`src/rtl/rso_pkg.sv`:
```
package rso_pkg;
   typedef enum logic [1:0] {
      OVR_IDLE = 2'b00,
      OVR_LOW  = 2'b01,
      OVR_HIGH = 2'b10
   } ovr_e;
endpackage

```
`src/rtl/rso_edge_detect.sv`:
```
module rso_edge_detect (
   input  logic clk,
   input  logic rst_n,
   input  logic pwm_in,
   output logic on_start,
   output logic on_end
);
   logic pwm_q;

   always_ff @(posedge clk or negedge rst_n) begin
      if (!rst_n) pwm_q <= 1'b0;
      else        pwm_q <= pwm_in;
   end

   assign on_start = pwm_in & ~pwm_q;
   assign on_end   = ~pwm_in & pwm_q;
endmodule

```
`src/rtl/rso_window_latch.sv`:
```
module rso_window_latch
   import rso_pkg::*;
#(
   parameter int unsigned CAPTURE_WINS = 1
) (
   input  logic clk,
   input  logic rst_n,
   input  logic arm,
   input  logic fault,
   input  logic on_start,
   input  logic on_end,
   input  logic under_win,
   input  logic over_win,
   input  logic ref_cross,
   output ovr_e state
);
   logic grab_low, grab_high;
   ovr_e nxt;

   assign grab_low  = on_end   & under_win;
   assign grab_high = on_start & over_win;

   generate
      if (CAPTURE_WINS != 0) begin : g_capture_first
         always_comb begin
            nxt = state;
            if (!arm || fault)  nxt = OVR_IDLE;
            else if (grab_low)  nxt = OVR_LOW;
            else if (grab_high) nxt = OVR_HIGH;
            else if (ref_cross) nxt = OVR_IDLE;
         end
      end else begin : g_release_first
         always_comb begin
            nxt = state;
            if (!arm || fault)  nxt = OVR_IDLE;
            else if (ref_cross) nxt = OVR_IDLE;
            else if (grab_low)  nxt = OVR_LOW;
            else if (grab_high) nxt = OVR_HIGH;
         end
      end
   endgenerate

   always_ff @(posedge clk or negedge rst_n) begin
      if (!rst_n) state <= OVR_IDLE;
      else        state <= nxt;
   end
endmodule

```
`src/rtl/rso_pwm_mux.sv`:
```
module rso_pwm_mux
   import rso_pkg::*;
(
   input  ovr_e state,
   input  logic pwm_in,
   output logic pwm_out,
   output logic low_act,
   output logic high_act
);
   always_comb begin
      low_act  = (state == OVR_LOW);
      high_act = (state == OVR_HIGH);
      unique case (state)
         OVR_LOW:  pwm_out = 1'b1;
         OVR_HIGH: pwm_out = 1'b0;
         default:  pwm_out = pwm_in;
      endcase
   end
endmodule

```
`src/rtl/ripple_override.sv`:
```
module ripple_override
   import rso_pkg::*;
#(
   parameter int unsigned CAPTURE_WINS = 1
) (
   input  logic clk,
   input  logic rst_n,
   input  logic win_en,
   input  logic fault,
   input  logic pwm_main,
   input  logic under_win,
   input  logic over_win,
   input  logic ref_cross,
   output logic pwm_eff,
   output logic boost_on,
   output logic cut_on
);
   generate
      if (CAPTURE_WINS > 1) begin : g_bad_param
         $error("CAPTURE_WINS must be 0 or 1");
      end
   endgenerate

   logic on_start, on_end;
   ovr_e ovr_state;

   rso_edge_detect u_edge (
      .clk      (clk),
      .rst_n    (rst_n),
      .pwm_in   (pwm_main),
      .on_start (on_start),
      .on_end   (on_end)
   );

   rso_window_latch #(.CAPTURE_WINS(CAPTURE_WINS)) u_latch (
      .clk       (clk),
      .rst_n     (rst_n),
      .arm       (win_en),
      .fault     (fault),
      .on_start  (on_start),
      .on_end    (on_end),
      .under_win (under_win),
      .over_win  (over_win),
      .ref_cross (ref_cross),
      .state     (ovr_state)
   );

   rso_pwm_mux u_mux (
      .state    (ovr_state),
      .pwm_in   (pwm_main),
      .pwm_out  (pwm_eff),
      .low_act  (boost_on),
      .high_act (cut_on)
   );
endmodule

```
`config.mk`:
```
export PLATFORM = sky130hd
export DESIGN_NAME = ripple_override
export DESIGN_NICKNAME = d
export VERILOG_FILES = /design/src/rtl/rso_pkg.sv /design/src/rtl/rso_edge_detect.sv /design/src/rtl/rso_window_latch.sv /design/src/rtl/rso_pwm_mux.sv /design/src/rtl/ripple_override.sv
export SDC_FILE = /design/constraint.sdc
export NUM_CORES = 1
export LEC_CHECK = 0
export CORE_AREA = 2 2 39 41
export CTS_CLUSTER_DIAMETER = 100
export DETAILED_ROUTE_END_ITERATION = 6
export DIE_AREA = 0 0 41 43
export HOLD_SLACK_MARGIN = 0.1
export SYNTH_ARGS = -nofsm -noshare
export SYNTH_HDL_FRONTEND = slang
export SYNTH_SLANG_ARGS = --single-unit
```
`constraint.sdc`:
```
create_clock -name clk -period 1.8 [get_ports clk]
set_clock_uncertainty 0.05 [all_clocks]
set_input_delay 0.27 -clock clk [delete_from_list [all_inputs] [get_ports clk]]
set_output_delay 0.27 -clock clk [all_outputs]
set_load 0.02 [all_outputs]
```
Word level (Yosys, flattened, before mapping):

Cells that the tools add are included.

* memory bits (writable): 0
* memories kept: 0
* word-level logic and storage cells: 18
* output and inout bits: 3
* bits in latches: 0
* bits of input ports: 8
* ROM bits: 0
* register bits: 3

* magnitude comparators: 0
* muxes and demuxes: 5
* reduce and logical (&&, ||, !) cells: 3
* $mul: 0
* shift-type cells: 0
* $add $sub $neg: 0
* bitwise gates (word level): 6
* equal/unequal tests: 2
* divide/modulo/power cells: 0

Operators with widths (number)
* 2-bit two-way mux: 4
* 1-bit bitwise AND: 4
* 4-bit nonzero test: 1
* 2-bit by 1-bit == test with 1-bit output (second input constant): 1
* 2-bit == test (second input constant): 1
* 1-bit inverter: 2
* 1-bit one-hot mux with 2 select lines: 1
* 1-bit logical NOT: 1
* 1-bit logical OR: 1

Longest topological paths before layout:

* depth in word-level cells: 6
* mapped depth: 3
* mapped depth without buffers: 3

By module:

Synthesis repeated with hierarchy kept, for this count alone.

* cells, all modules: 17
* area total of the unflattened synthesis: 185.2 sq um

Modules (own cells, without submodules)
* rso_window_latch: times used 1, seq. area each 50.0 sq um, area an instance 97.6 sq um, cells an instance 9
* rso_pwm_mux: times used 1, seq. area each 0.0 sq um, area an instance 47.5 sq um, cells an instance 5
* rso_edge_detect: times used 1, seq. area each 25.0 sq um, area an instance 40.0 sq um, cells an instance 3

Worst setup path after synthesis:

OpenSTA, ideal clock, no wires.

* kind: register to output
* start point: register u_latch.state[0]
* end point: output port pwm_eff
* data required time: 1.480 ns
* slack: 0.450 ns
* stages on the path, launching flop included: 4
* arrival time: 1.030 ns
* path buffers: 0
* path through: dfrtp_1 inv_1 ha_1 mux2_2

* longest elaborated chain between the ends: 2
* elaborated cells on any way between the ends: 3
* those cells by class: 2 x eq/ne; 1 x mux

RTL lines
* from (decl): RTL line rso_window_latch.sv:15 `output ovr_e state`
* from (signal assigned): RTL line rso_window_latch.sv:45 `else state <= nxt;`
* 2-bit == test or 2-bit by 1-bit == test with 1-bit output (tied branches): RTL line rso_pwm_mux.sv:13 `unique case (state)`
* 1-bit one-hot mux with 2 select lines (*): RTL line rso_pwm_mux.sv:13
* to (decl): RTL line ripple_override.sv:14 `output logic pwm_eff,`

Mark *: on every way between the ends. The rest lies on a longest branch, timed or not.

Worst setup path after layout:

* start point: register u_latch.state[1]
* end point: output port boost_on

* longest elaborated chain between the ends: 1

RTL lines
* 2-bit by 1-bit == test with 1-bit output: RTL line rso_pwm_mux.sv:11 `low_act = (state == OVR_LOW);`
* to (decl): RTL line ripple_override.sv:15 `output logic boost_on,`

No other way between the ends.

==> out/results.tsv <==
stage	metric	value	unit
status	status	finished, final reports clean	
cells_and_area	synthToLayoutAreaGrowth	76.6	%
synth	synth-edff-count	0	
worst_setup_path	path_class	flip-flop to primary output	
global_route	grt.total_usage	6.95	%
synth	syn_nets	30	
synth	synth_seq_area_share	38.0	%
clock_tree	cts.sinks	3	
die	ioPinCount	11	
die	row_count	14	
detailed_routing	detail_route.wl_per_cell	7.55	µm
synth	ys_warn_count	0	
worst_setup_path	cp_max_fo	3	
power	pwr-share-comb	15.3	%
clock_tree	cts_buffers	3	
timing	setup_viol	0	
timing	hold_viol	0	
detailed_routing	drtIter0Drc	0	
synth	ys.flop_type	dfrtp_1	
timing	tightest_slew	0.222	ns
synth	synth_common_cells	4 x inv_1, 3 x a21oi_1, 3 x dfrtp_1	
timing	rsz0062_at_grt	no	
clock_tree	postCtsSetupBuffers	0	
place	gp_congestion	0.650	
worst_setup_path	critPathArrivalTime	1.42	ns
worst_setup_path	rr_startpoint	u_latch.state[0]	
global_route	grt_max_degree	5	
place	pre_cts_slack	-0.105	ns
cells_and_area	drive_above_1_share	25.7	%
timing	drv_slew	0	
cells_and_area	nFillCells	146	
die	die_x	41	µm
die	dieArea	1760	µm²
worst_setup_path	r2r_cells	4	
worst_setup_path	crit_path_end_kind	primary output	
timing	finalWorstSetupSlack	0.0601	ns
flow_run	maxCapViolations	0	
cells_and_area	utilization	25.2	%
synth	netlist_area	198	µm²
clock_tree	clk_pin_slew	0.04	ns
clock_tree	htreeDepth	1	
clock_tree	clk_latency	0.23	ns
cells_and_area	num_antenna_cells	0	
power	powerDensity	655	nW/µm²
synth	synth_most_common_cell	inv_1	
cells_and_area	seqCellArea	75.1	µm²
synth	synth_top_area_cell	dfrtp_1	
die	core_area	1380	µm²
detailed_routing	via_per_inst	3.69	
worst_hold_path	hold_path_class	input pin to async pin	
power	max-vdd-ir-drop	0.000463	V
detailed_routing	vias	188	
worst_setup_path	startpoint	u_latch.state[1]	
power	switching_share	23.7	%
timing	slew_headroom	85.2	%
power	intPower	0.174	mW
timing	fin_crit_sh	96.7	%
place	port_buffers	10	
worst_setup_path	start_kind	flip-flop	
detailed_routing	dr.pass1.iters	1	
clock_tree	cts_tree	done	
power	clkPwrFrac	53.3	%
clock_tree	cts_max_path_buffers	2	
power	p_seq_share	31.4	%
detailed_routing	antenna_left	0	
cells_and_area	multi_input_area	108	µm²
synth	synthDistinctLibCells	12	
worst_setup_path	crit_chain	inv_1 > ha_1 > clkdlybuf4s50_1	
global_route	antenna_found_initial	0	
synth	synthTopCellsByArea	dfrtp_1 38%, ha_1 13%, a21oi_1 7.6%	
worst_setup_path	slowest_delay	0.60	ns
power	p_sw	0.0542	mW
global_route	grt_pass1_wl	738	µm
synth	ys_async_sr_fraction	100	%
synth	avgSynthCellArea	9.88	µm²
global_route	grt_pass1_vias	200	
cells_and_area	final_nets	46	
worst_setup_path	crit_slowest_cell	clkdlybuf4s50_1	
synth	ys_ff_latch	3	
synth	synthCells	20	
worst_setup_path	required	1.48	ns
detailed_routing	drc	0	
die	fp.dieH	43	µm
timing	finalCriticalPeriod	1.74	ns
power	p_leak	0.161	nW
synth	synth_top_cell_area_share	38.0	%
timing	fmax	575	MHz
clock_tree	cts_root_buf	clkbuf_4	
global_route	grt-ovfl-total	0	
detailed_routing	drt_wl_total	385	µm
die	start_util	14.3	%
routing by layer:
layer / GRT usage [%] / wire [µm]
met1: 7.79 / 161
met5: 0 / 0
met2: 8.44 / 155
met3: 7.85 / 68
met4: 2.00 / 0
metrics by stage:
| step | hold WS [ns] | TNS [ns] | std cells | power (mW) | cell area [µm²] |
|---|---|---|---|---|---|
| after global routing | 0.162 | 0 | 51 | 0.248 | 349 |
| after CTS | 0.171 | 0 | 51 | 0.233 | 347 |
| after global placement | 0.414 | -0.106 | 47 | 0.109 | 325 |
| after detailed placement | 0.421 | -0.105 | 47 | 0.110 | 325 |
| final | 0.168 | 0 | 51 | 0.229 | 349 |
| after floorplan | -0.0756 | 0 | 20 | 0.0851 | 198 |
worst max-delay path: cells and delay by family (launching register included):
kind	cells	cell delay, ns
adder cells (fa/ha/maj)	1	0.15
flip-flops	1	0.38
buffers and inverters	2	0.66
final cells by class:
type / count / share of cell area, %
clock buffers: 4 / 7.53
inverters: 4 / 4.30
multi-input cells: 13 / 30.8
flip-flops and latches: 3 / 21.5
well taps: 16 / 5.73
repair buffers: 11 / 30.1
timing repair:
action	in CTS	in global routing
hold buffers	0	0
setup endpoints to repair	1	1
gates resized for setup	4	1
pin swaps	0	0
path summary, 6_finish.rpt:
check / end / slack (ns)
min reg2reg: u_latch.state[0] / 0.61
max reg2reg: u_latch.state[0] / 0.79
max: boost_on / 0.06
min in group clk: u_edge.pwm_q / 0.55
min: u_edge.pwm_q / 0.17
max in group asynchronous: u_latch.state[0] / 1.39
registers in the layout, summed over array words and instances, names as in the netlist:
name / count
u_latch.state: 2
u_edge.pwm_q: 1
cells by family (layout without fill, tap and decap cells):
| family | count (synthesis) | count (layout) | share of synthesized area (%) |
|---|---|---|---|
| compound gates | 5 | 5 | 18.4 |
| simple gates | 5 | 5 | 17.7 |
| buf+inv | 4 | 19 | 7.59 |
| flops | 3 | 3 | 38.0 |
| fa+ha+maj | 2 | 2 | 12.7 |
| mux | 1 | 1 | 5.70 |
power by group through the flow:
stage / logic (mW) / registers, mW / clock network (mW)
3_5_place_dp: 0.0371 / 0.0726 / 0
3_3_place_gp: 0.0367 / 0.0726 / 0
6_report: 0.0350 / 0.0717 / 0.122
4_1_cts: 0.0358 / 0.0717 / 0.125
2_1_floorplan: 0.0129 / 0.0722 / 0
5_1_grt: 0.0389 / 0.0718 / 0.137
cell usage in the layout (no fill, tap or decap):
cell type / netlist / final
nor2b_1: 1 / 1
a211oi_2: 1 / 1
nand2b_1: 1 / 1
clkbuf_1: 0 / 1
a21oi_1: 3 / 3
dfrtp_1: 3 / 3
buf_2: 0 / 1
mux2_2: 1 / 1
inv_1: 4 / 4
nand2_1: 1 / 1
clkbuf_4: 0 / 3
nor3_1: 1 / 1
clkdlybuf4s50_1: 0 / 8
o21ai_2: 1 / 1
ha_1: 2 / 2
buf_4: 0 / 1
dlymetal6s2s_1: 0 / 1
nor2b_4: 1 / 1
Note: power is estimated with default switching activity, not from simulation.
